**src/rtl/fl_timing_pkg.sv**
```systemverilog
// Shared widths, register addresses and the timing configuration record.
package fl_timing_pkg;
    parameter int H_W   = 16;          // line-position field width
    parameter int F_W   = 24;          // frame-position field width
    parameter int CH_W  = 8;           // bits per colour channel
    parameter int N_CH  = 3;           // colour channels per pixel
    localparam int PIX_W = CH_W * N_CH;

    // register word addresses
    localparam int ADR_RUN    = 0;
    localparam int ADR_HTIME  = 1;
    localparam int ADR_FLEN   = 2;
    localparam int ADR_VPULSE = 3;
    localparam int ADR_HWIN   = 4;
    localparam int ADR_VLO    = 5;
    localparam int ADR_VHI    = 6;
    localparam int ADR_SKEW   = 7;
    localparam int ADR_POL    = 8;
    localparam int ADR_BORDER = 9;
    localparam int ADR_UFLOW  = 10;

    typedef struct packed {
        logic [H_W-1:0]   h_period;
        logic [H_W-1:0]   h_pulse;
        logic [H_W-1:0]   h_win_lo;
        logic [H_W-1:0]   h_win_hi;
        logic [H_W-1:0]   skew;
        logic [F_W-1:0]   f_len;
        logic [F_W-1:0]   v_pulse;
        logic [F_W-1:0]   v_win_lo;
        logic [F_W-1:0]   v_win_hi;
        logic             hs_low;
        logic             vs_low;
        logic [PIX_W-1:0] border;
        logic             uf_recover;
        logic [CH_W-1:0]  uf_fill;
    } fl_cfg_t;
endpackage

```
**src/rtl/fl_cfg_regs.sv**
```systemverilog
// Register write decoder holding the shadow configuration and the run request.
// Assumes DATA_W >= 32 and that each field fits its slot in the data word.
module fl_cfg_regs
    import fl_timing_pkg::*;
#(
    parameter int ADDR_W = 4,
    parameter int DATA_W = 32
) (
    input  logic              clk,
    input  logic              rst_n,
    input  logic              wr_en,
    input  logic [ADDR_W-1:0] wr_addr,
    input  logic [DATA_W-1:0] wr_data,
    output fl_cfg_t           shadow_o,
    output logic              run_req_o
);
    localparam int HALF = DATA_W / 2;

    fl_cfg_t shadow_q;
    logic    run_req_q;

    // capture one field group per write into the shadow set
    always_ff @(posedge clk) begin
        if (!rst_n) begin
            shadow_q  <= '0;
            run_req_q <= 1'b0;
        end else if (wr_en) begin
            case (wr_addr)
                ADDR_W'(ADR_RUN):    run_req_q <= wr_data[0];
                ADDR_W'(ADR_HTIME): begin
                    shadow_q.h_period <= wr_data[H_W-1:0];
                    shadow_q.h_pulse  <= wr_data[HALF +: H_W];
                end
                ADDR_W'(ADR_FLEN):   shadow_q.f_len   <= wr_data[F_W-1:0];
                ADDR_W'(ADR_VPULSE): shadow_q.v_pulse <= wr_data[F_W-1:0];
                ADDR_W'(ADR_HWIN): begin
                    shadow_q.h_win_lo <= wr_data[H_W-1:0];
                    shadow_q.h_win_hi <= wr_data[HALF +: H_W];
                end
                ADDR_W'(ADR_VLO):    shadow_q.v_win_lo <= wr_data[F_W-1:0];
                ADDR_W'(ADR_VHI):    shadow_q.v_win_hi <= wr_data[F_W-1:0];
                ADDR_W'(ADR_SKEW):   shadow_q.skew     <= wr_data[H_W-1:0];
                ADDR_W'(ADR_POL): begin
                    shadow_q.hs_low <= wr_data[0];
                    shadow_q.vs_low <= wr_data[1];
                end
                ADDR_W'(ADR_BORDER): shadow_q.border <= wr_data[PIX_W-1:0];
                ADDR_W'(ADR_UFLOW): begin
                    shadow_q.uf_fill    <= wr_data[CH_W-1:0];
                    shadow_q.uf_recover <= wr_data[DATA_W-1];
                end
                default: ;
            endcase
        end
    end

    assign shadow_o  = shadow_q;
    assign run_req_o = run_req_q;
endmodule

```
**src/rtl/fl_frame_timer.sv**
```systemverilog
// Frame-wide position counter, line counter and raw sync generation.
// The active configuration reloads from the shadow at each frame wrap and on
// every cycle while stopped. Assumes skew < line period and frame length > 0.
module fl_frame_timer
    import fl_timing_pkg::*;
(
    input  logic           clk,
    input  logic           rst_n,
    input  fl_cfg_t        shadow_i,
    input  logic           run_req_i,
    output fl_cfg_t        act_o,
    output logic           running_o,
    output logic           reload_o,
    output logic [H_W-1:0] h_pos_o,
    output logic [F_W-1:0] f_pos_o,
    output logic           hs_o,
    output logic           vs_o
);
    fl_cfg_t        act_q;
    logic           running_q;
    logic [H_W-1:0] h_pos_q;
    logic [F_W-1:0] f_pos_q;
    logic           wrap;
    logic           reload;
    logic [H_W-1:0] h_start;

    assign wrap    = running_q && (f_pos_q == act_q.f_len - F_W'(1));
    assign reload  = !running_q || wrap;
    assign h_start = (shadow_i.skew == '0) ? '0 : shadow_i.h_period - shadow_i.skew;

    // advance positions, or reload configuration and run state at the frame boundary
    always_ff @(posedge clk) begin
        if (!rst_n) begin
            act_q     <= '0;
            running_q <= 1'b0;
            h_pos_q   <= '0;
            f_pos_q   <= '0;
        end else if (reload) begin
            act_q     <= shadow_i;
            running_q <= run_req_i;
            h_pos_q   <= h_start;
            f_pos_q   <= '0;
        end else begin
            f_pos_q <= f_pos_q + F_W'(1);
            h_pos_q <= (h_pos_q == act_q.h_period - H_W'(1)) ? '0 : h_pos_q + H_W'(1);
        end
    end

    assign hs_o      = running_q && (h_pos_q < act_q.h_pulse);
    assign vs_o      = running_q && (f_pos_q < act_q.v_pulse);
    assign act_o     = act_q;
    assign running_o = running_q;
    assign reload_o  = reload;
    assign h_pos_o   = h_pos_q;
    assign f_pos_o   = f_pos_q;

    // frame position never reaches the programmed length
    assert_fpos_bound_R3: assert property (@(posedge clk) disable iff (!rst_n)
        (running_q && act_q.f_len != '0) |-> (f_pos_q < act_q.f_len));
    // line position stays below the line period
    assert_hpos_bound_R3: assert property (@(posedge clk) disable iff (!rst_n)
        (running_q && act_q.skew < act_q.h_period) |-> (h_pos_q < act_q.h_period));
    // a start always begins at the frame origin
    assert_origin_R3: assert property (@(posedge clk) disable iff (!rst_n)
        $rose(running_q) |-> (f_pos_q == '0));
    // active configuration is frozen inside a frame
    assert_cfg_hold_R10: assert property (@(posedge clk) disable iff (!rst_n)
        (running_q && !wrap) |=> $stable(act_q));
endmodule

```
**src/rtl/fl_video_out.sv**
```systemverilog
// Window comparison, polarity, and output colour selection with underflow fill.
// Assumes the timer supplies positions and the active configuration for the same cycle.
module fl_video_out
    import fl_timing_pkg::*;
(
    input  logic             clk,
    input  logic             rst_n,
    input  fl_cfg_t          act_i,
    input  logic             running_i,
    input  logic             reload_i,
    input  logic [H_W-1:0]   h_pos_i,
    input  logic [F_W-1:0]   f_pos_i,
    input  logic             hs_i,
    input  logic             vs_i,
    input  logic             pix_valid_i,
    input  logic [PIX_W-1:0] pix_data_i,
    output logic             hsync_o,
    output logic             vsync_o,
    output logic             de_o,
    output logic [PIX_W-1:0] pix_o
);
    logic             h_in;
    logic             v_in;
    logic             de;
    logic             starve;
    logic             uf_q;
    logic [PIX_W-1:0] fill;

    assign h_in = (h_pos_i >= act_i.h_win_lo) && (h_pos_i <= act_i.h_win_hi);
    assign v_in = (f_pos_i >= act_i.v_win_lo) && (f_pos_i <= act_i.v_win_hi);
    assign de   = running_i && h_in && v_in;

    for (genvar c = 0; c < N_CH; c++) begin : g_fill
        assign fill[c*CH_W +: CH_W] = act_i.uf_fill;
    end

    // remember an underflow until the frame ends
    always_ff @(posedge clk) begin
        if (!rst_n)
            uf_q <= 1'b0;
        else if (reload_i)
            uf_q <= 1'b0;
        else if (de && !pix_valid_i)
            uf_q <= 1'b1;
    end

    assign starve  = !pix_valid_i || (uf_q && !act_i.uf_recover);
    assign pix_o   = !de ? act_i.border : (starve ? fill : pix_data_i);
    assign de_o    = de;
    assign hsync_o = hs_i ^ act_i.hs_low;
    assign vsync_o = vs_i ^ act_i.vs_low;

    // stopped generator rests at polarity levels with no data-enable
    assert_idle_levels_R9: assert property (@(posedge clk) disable iff (!rst_n)
        !running_i |-> (hsync_o == act_i.hs_low && vsync_o == act_i.vs_low && !de_o));
    // without recovery, a flagged underflow keeps fill on window cycles
    assert_hold_fill_R8: assert property (@(posedge clk) disable iff (!rst_n)
        (uf_q && !act_i.uf_recover && de_o) |-> (pix_o == fill));
    // outside the window the border colour is driven
    assert_border_R7: assert property (@(posedge clk) disable iff (!rst_n)
        !de_o |-> (pix_o == act_i.border));
endmodule

```
**src/rtl/fl_timing_gen.sv**
```systemverilog
// Top level: register shadow, frame timer and video output stage.
// Outputs are decoded from registered counters, with no added latency.
module fl_timing_gen
    import fl_timing_pkg::*;
#(
    parameter int ADDR_W = 4,
    parameter int DATA_W = 32
) (
    input  logic              clk,
    input  logic              rst_n,
    input  logic              cfg_we,
    input  logic [ADDR_W-1:0] cfg_addr,
    input  logic [DATA_W-1:0] cfg_wdata,
    input  logic              pix_valid,
    input  logic [PIX_W-1:0]  pix_data,
    output logic              hsync_o,
    output logic              vsync_o,
    output logic              de_o,
    output logic [PIX_W-1:0]  pix_o
);
    fl_cfg_t        shadow;
    fl_cfg_t        act;
    logic           run_req;
    logic           running;
    logic           reload;
    logic [H_W-1:0] h_pos;
    logic [F_W-1:0] f_pos;
    logic           hs;
    logic           vs;

    fl_cfg_regs #(.ADDR_W(ADDR_W), .DATA_W(DATA_W)) u_regs (
        .clk      (clk),
        .rst_n    (rst_n),
        .wr_en    (cfg_we),
        .wr_addr  (cfg_addr),
        .wr_data  (cfg_wdata),
        .shadow_o (shadow),
        .run_req_o(run_req)
    );

    fl_frame_timer u_timer (
        .clk      (clk),
        .rst_n    (rst_n),
        .shadow_i (shadow),
        .run_req_i(run_req),
        .act_o    (act),
        .running_o(running),
        .reload_o (reload),
        .h_pos_o  (h_pos),
        .f_pos_o  (f_pos),
        .hs_o     (hs),
        .vs_o     (vs)
    );

    fl_video_out u_out (
        .clk        (clk),
        .rst_n      (rst_n),
        .act_i      (act),
        .running_i  (running),
        .reload_i   (reload),
        .h_pos_i    (h_pos),
        .f_pos_i    (f_pos),
        .hs_i       (hs),
        .vs_i       (vs),
        .pix_valid_i(pix_valid),
        .pix_data_i (pix_data),
        .hsync_o    (hsync_o),
        .vsync_o    (vsync_o),
        .de_o       (de_o),
        .pix_o      (pix_o)
    );
endmodule

```
**config.mk**
```make
export PLATFORM = sky130hd
export DESIGN_NAME = fl_timing_gen
export DESIGN_NICKNAME = d
export VERILOG_FILES = /design/src/rtl/fl_timing_pkg.sv /design/src/rtl/fl_cfg_regs.sv /design/src/rtl/fl_frame_timer.sv /design/src/rtl/fl_video_out.sv /design/src/rtl/fl_timing_gen.sv
export SDC_FILE = /design/constraint.sdc
export NUM_CORES = 1
export LEC_CHECK = 0
export CAP_MARGIN = 20
export CORE_MARGIN = 1.5
export CORE_UTILIZATION = 61
export CTS_CLUSTER_SIZE = 28
export DETAILED_ROUTE_END_ITERATION = 7
export MAX_ROUTING_LAYER = met4
export PLACE_DENSITY = 0.86
export SLEW_MARGIN = 20
export SYNTH_ARGS = -nofsm -noshare
export SYNTH_HDL_FRONTEND = slang
export SYNTH_SLANG_ARGS = --single-unit
```
**constraint.sdc**
```tcl
create_clock -name clk -period 3.84 [get_ports clk]
set_input_delay 0.576 -clock clk [delete_from_list [all_inputs] [get_ports clk]]
set_output_delay 0.576 -clock clk [all_outputs]
set_load 0.01 [all_outputs]
```
==> results of run 1 <==
==> metrics by stage <==
stage                     hold WS, ns  power [mW]  TNS, ns  instances
final                          0.4545       10.11  -0.8115       3207
after global routing           0.4668       10.35   -3.705       3207
after CTS                      0.4540       10.07  -0.8899       3203
after detailed placement       0.4455       5.552  -0.1226       3099
after global placement         0.4403       5.533        0       3099
after floorplan                0.4257       5.284        0       2671
==> worst min path at each step <==
stage / from / endpoint / slack, ns / cells after the start
after floorplan: u_timer.act_o[83] / u_timer.act_o[83] / 0.43 / 2
after global placement: u_timer.act_o[83] / u_timer.act_o[83] / 0.44 / 2
after detailed placement: u_timer.act_o[19] / u_timer.act_o[19] / 0.45 / 2
after CTS: u_regs.shadow_o[35] / u_regs.shadow_o[35] / 0.45 / 2
after global routing: u_regs.shadow_o[43] / u_regs.shadow_o[43] / 0.47 / 2
final: u_regs.shadow_o[130] / u_regs.shadow_o[130] / 0.45 / 2
==> logic make-up after synthesis <==
family / share of synthesized area
and+or+nand+nor: 0.2046
AOI/OAI and AO/OA: 0.1619
DFF: 0.4139
buffers and inverters: 0.06649
adders and majority gates: 0.07986
xor gates and xnor gates: 0.03993
muxes: 0.03325
==> power by group through the flow <==
stage | combinational [mW] | sequential, mW | clock, mW
after floorplan | 0.449 | 4.84 | 0
after global placement | 0.695 | 4.84 | 0
after detailed placement | 0.711 | 4.84 | 0
after CTS | 0.766 | 4.74 | 4.57
after global routing | 0.855 | 4.74 | 4.76
final | 0.810 | 4.74 | 4.56
==> registers in the layout, indices dropped and copies added (netlist names) <==
register           cells
u_out.uf_q             1
u_regs.run_req_o       1
u_regs.shadow_o      211
u_timer.act_o        195
u_timer.f_pos_o       24
u_timer.h_pos_o       16
u_timer.running_o      1
==> tightest hold or removal path, cell delays in order, from the launching register on <==
cell and delay, ns:
dfxtp_1 0.31, nand2_1 0.05, a21oi_1 0.05
==> cell type report <==
cell class	instances	area, sq um
fillers	2373	9485
inverters	151	574.3
clock inverters	19	224.0
well taps	455	569.3
repair buffers	186	1833
multi-input cells	1883	11790
clock buffers	64	1300
flip-flops and latches	449	9021
==> metal layers <==
metal	routed length (um)	vias to the layer above
met1	27080	9488
met2	29210	1064
met5	0	-
met3	6376	180
met4	2841	0
li1	-	9281
==> Yosys cell counts (10+ instances only) <==
cell	instances
a21oi_1	248
buf_2	18
mux2_2	49
mux2i_1	17
o21ai_0	60
and3_1	20
ha_1	137
nor2_1	78
o22ai_1	19
nand4_1	24
nor3_1	26
o21ai_1	57
buf_4	23
xnor2_1	51
inv_1	150
nand2b_1	12
clkbuf_1	135
a21o_1	18
nor4_1	17
nand2_1	530
dfxtp_1	449
o31ai_1	119
xor2_1	48
nor2b_1	10
nand3_1	234
==> cell usage in the layout, fill, tap and decap left out, types with 25 or more instances in the layout <==
cell type / netlist / final
dfxtp_1: 449 / 429
o31ai_1: 119 / 119
nand3_1: 234 / 234
o21ai_0: 60 / 50
o21ai_1: 57 / 63
mux2_2: 49 / 25
a21oi_1: 248 / 244
ha_1: 137 / 118
nand2_1: 530 / 529
inv_1: 150 / 141
nor2_1: 78 / 78
buf_4: 23 / 79
clkbuf_16: 0 / 47
xnor2_1: 51 / 51
buf_6: 8 / 31
clkdlybuf4s50_1: 0 / 62
xor2_1: 48 / 48
==> repair_timing <==
item / 4_1_cts / 5_1_grt
gates cloned: 3 / 0
buffers inserted: 19 / 6
pin swaps: 31 / 20
endpoints found under the hold margin: 0 / 0
endpoints found under the setup margin: 27 / 26
resized for setup: 197 / 52
==> results.cfg, run 1 <==
[run_status]
outcome = finished, violations left
violations = negative setup slack

[synth]
ys_warn_count = 0
synth_edf_count = 0
synth_area_per_cell_sq_um = 8.130
yosysTopAreaCellShare = 0.4139
ys_seq_area_frac = 0.4139
synth_top_area_cell = dfxtp_1
netlist_area_sq_um = 21710
async_flop_share = 0
synth_area_leaders = dfxtp_1 (41%), nand2_1 (9.2%), ha_1 (7.9%)
syn-num-nets = 2873
synth_cells = 2671
synthDistinctLibCells = 68
synth_ff_type = dfxtp_1
yosys_register_bits = 449

[pwr]
p_leak_nw = 9.169
p_clk_frac = 0.451
pwr-share-seq = 0.469
switchingPower_mw = 2.445
p_comb_frac = 0.080
powerDensity_nw_per_um2 = 399.2
ir_drop_mv = 0.3607
swShare = 0.2420
p_int_mw = 7.661

[critical_path]
cpLargestDelayFamily = simple AND/OR/NAND/NOR gates
critPathMaxStageDelay_ns = 0.37
r2r_cells = 12
cp-endpoint = pix_o[21]
crit_chain = ha_4 > nand4_1 > buf_4 > nor4_4 > and2_1 > o211ai_1 > nor3b_4 > buf_6 > buf_12 > buf_6 > mux2_4 > buf_6
endpoint_kind = output pin
cp_common_cell = buf_6
required_ns = 3.26
arrival_ns = 3.36
crit_buf_inv = 5
crit_type = register to output pin
r2r_slack_ns = 0.13
crit_path_start = u_timer.f_pos_o[21]
path_depth = 12
reg2reg_to = u_timer.act_o[57]
timing.rr.start = u_timer.act_o[107]
cp_max_fo = 7
cpMaxStageDelayCell = dfxtp_4
cp-start-kind = register

[sta]
max_slew_margin = 0.2152
setup_viol_count_final = 24
rsz0062_at_grt = yes
skew_ns = 0.02580
layout_setup_ws_ns = -0.09836
period_share = 1.026
clock.fmax_mhz = 253.9
tightest_slew_ns = 1.174
hold_violations = 0
period_needed_ns = 3.938
drv_slew = 0

[place]
pre_cts_ws_ns = -0.02939
gp_congestion = 0.9672
dp_hpwl_um = 41380
dpl_cell_area_sq_um = 22970
io_buffers = 90

[route]
antenna_left = 0
vias_per_cell = 6.240
drtPass1Iterations = 6
wl_um = 65510
vias = 20010
drc = 0
first_iter_violations = 2379
routedWlPerCell_um = 20.43

[finish]
syn_to_final_growth_pct = 16.57
nets = 2919
finalInstanceArea_sq_um = 25310
drive_above_1_share = 0.1203
antenna_cells = 0
finish.utilization = 0.7274

[clock_network]
cts-root-buf = clkbuf_16
cts_sinks = 449
htreeDepth = 2
numCtsBuffers = 46
path_clk_slew_ns = 0.06
clk_latency_ns = 0.58
cts_tree = done
cts.path.max_buffers = 3
hold_buffers = 0

[floorplanning]
die_x_um = 191.7
die_h_um = 191.7
ios = 91
fp-row-count = 68
start_util = 0.6240
core_area_sq_um = 34800
dieArea_sq_um = 36740

[global_routing]
grt_max_degree = 215
grt_first_pass_wirelength_um = 100600
overflow = 0
grtUsageMet3 = 0.05189
grt.busiest_layer = met2
grt_use_total = 0.3564
antenna_found_initial = 0
grt_pass1_vias = 18750
met2_usage = 0.5329
use_met1 = 0.4782

[job]
max_cap_violations = 0

[worst_hold_path]
min_path_type = register to register
(Power assumes the default switching activity.)
==> run 2, diff against run 1 <==
--- a/config.mk
+++ b/config.mk
@@ -6,12 +6,14 @@
 export NUM_CORES = 1
 export LEC_CHECK = 0
 export CAP_MARGIN = 20
+export CORE_ASPECT_RATIO = 1.2
 export CORE_MARGIN = 1.5
 export CORE_UTILIZATION = 61
 export CTS_CLUSTER_SIZE = 28
 export DETAILED_ROUTE_END_ITERATION = 7
 export MAX_ROUTING_LAYER = met4
 export PLACE_DENSITY = 0.86
+export SETUP_SLACK_MARGIN = 0.1
 export SLEW_MARGIN = 20
 export SYNTH_ARGS = -nofsm -noshare
 export SYNTH_HDL_FRONTEND = slang
==> run 2 against run 1 <==
Against the previous run:
- the flow still finishes with violations (negative setup slack)
- sequential cell count unchanged
- design area down 0.90%
- clock power down 5.7%
- first-iteration DRC count down 20%
- critical endpoint is now pix_o[7]
- largest cell class unchanged
- highest routed layer unchanged
==> results.cfg, run 2 (synthesized netlist as in run 1, its figures left out) <==
[critical_path]
crit_chain = inv_1 > ha_4 > a211oi_2 > o21bai_1 > a211oi_2 > o21ai_0 > a21o_1 > a31oi_4 > nor3b_4 > buf_6 > buf_12 > buf_16 > buf_12 > mux2_4 > buf_6
cpMaxStageDelayCell = dfxtp_1
r2r_slack_ns = 0.30
cpLargestDelayFamily = compound AO/OA/AOI/OAI gates
crit_type = register to output pin
cp-start-kind = register
critPathMaxStageDelay_ns = 0.29
endpoint_kind = output pin
arrival_ns = 3.42
cp_max_fo = 5
required_ns = 3.26
crit_buf_inv = 6
reg2reg_to = u_timer.h_pos_o[5]
timing.rr.start = u_timer.act_o[117]
r2r_cells = 10

[clock_network]
htreeDepth = 2
cts_sinks = 449
cts_tree = done
path_clk_slew_ns = 0.06
clk_latency_ns = 0.56
numCtsBuffers = 44
cts.path.max_buffers = 3
cts-root-buf = clkbuf_16

[pwr]
p_leak_nw = 9.063
ir_drop_mv = 0.4498
powerDensity_nw_per_um2 = 391.5
total_power_mw = 9.821

[floorplanning]
core_area_sq_um = 35000
die_h_um = 209.7
fp-row-count = 75
die_x_um = 175.2
start_util = 0.6204
dieArea_sq_um = 36740
ios = 91

[global_routing]
grt_first_pass_wirelength_um = 100400
antenna_found_initial = 0
grt_use_total = 0.3553
grt_pass1_vias = 19050
overflow = 0
grt_max_degree = 145

[sta]
drv_slew = 0
layout_setup_ws_ns = -0.1601
setup_viol_count_final = 24
period_share = 1.042
hold_violations = 0
hold_slack_ns = 0.4538
clock.fmax_mhz = 250.0
tightest_slew_ns = 1.092
period_needed_ns = 4.000
rsz0062_at_grt = yes
skew_ns = 0.01347
max_slew_margin = 0.2719

[run_status]
violations = negative setup slack
outcome = finished, violations left

[route]
drtPass1Iterations = 6
antenna_left = 0
routedWlPerCell_um = 20.41
vias = 19810
drc = 0
first_iter_violations = 1912
vias_per_cell = 6.184
wl_um = 65400

[worst_hold_path]
worst_hold_path.num_cells = 2
hold_end = u_timer.act_o[14]
min_path_type = register to register
hp-start = u_timer.act_o[14]

[finish]
antenna_cells = 0
finish.utilization = 0.7166
syn_to_final_growth_pct = 15.52
drive_above_1_share = 0.1134
layout_common_cells = nand2_1 (530), dfxtp_1 (430), a21oi_1 (246)
largest_register_ffs = 211
layout_commonest_cell = nand2_1
nets = 2914

[place]
io_buffers = 90
dp_hpwl_um = 42560
gp_congestion = 0.9729

[job]
max_cap_violations = 0
[run 2: changes by cell type in the layout (fill, tap and decap cells not counted), moves of 3 or more]
cell,delta
ha_1,+5
a21oi_2,-3
buf_4,-5
o21ai_1,-4
clkbuf_1,-3
ha_4,-5
o21ai_0,+6
[run 2: worst max-delay path by stage]
stage | start | endpoint | slack (ns) | cells past startpoint
finish | u_timer.act_o[68] | pix_o[7] | -0.16 | 15
global route | u_timer.f_pos_o[8] | pix_o[13] | -0.23 | 15
CTS | u_timer.h_pos_o[0] | pix_o[7] | -0.1 | 15
detailed placement | u_timer.f_pos_o[0] | pix_o[20] | -0.03 | 12
global placement | u_timer.f_pos_o[0] | pix_o[3] | 0.04 | 12
floorplan | u_timer.h_pos_o[0] | pix_o[14] | 0.17 | 11
[run 2: stage by stage]
step	setup TNS (ns)	worst slack [ns]	instances	area [sq um]
final	-2.536	-0.1601	3204	25080
after global routing	-4.251	-0.2309	3204	25080
after CTS	-0.5667	-0.09685	3198	24870
after detailed placement	-0.09237	-0.02900	3108	23000
after global placement	0	0.03737	3108	22990
after floorplan	0	0.1731	2671	21710
[run 2: cell type report]
type / instances / area, sq um
timing repair buffer: 183 / 1842
inverter: 151 / 574.3
multi-input combinational: 1883 / 11660
tap: 462 / 578.1
clock buffer: 60 / 1252
sequential: 449 / 9020
fill: 2554 / 9918
clock inverter: 16 / 160.2
[run 2: timing repair]
item,4_1_cts,5_1_grt
setup endpoints to repair,26,132
resized for setup,190,33
setup buffers,12,5
pin swaps,12,15
gates cloned,2,1
hold buffers,0,0
[run 2: where the power goes]
group	internal, mW	switching, mW	total, mW
sequential	4.70	0.0350	4.74
clock	2.48	1.83	4.30
combinational	0.300	0.478	0.779
total	7.48	2.34	9.82
[run 2: metal layers]
metal,GRT usage,part of all wire,vias up
met5,-,0,-
met2,0.5948,0.48,870
met3,0.04457,0.070,250
li1,-,-,9287
met1,0.4074,0.38,9406
met4,0.2119,0.064,0
[run 2: worst min-delay path: cells and delay by family (launching register included)]
| kind | cells | cell delay [ns] |
|---|---|---|
| compound gates | 1 | 0.05 |
| simple gates | 1 | 0.05 |
| flops | 1 | 0.31 |
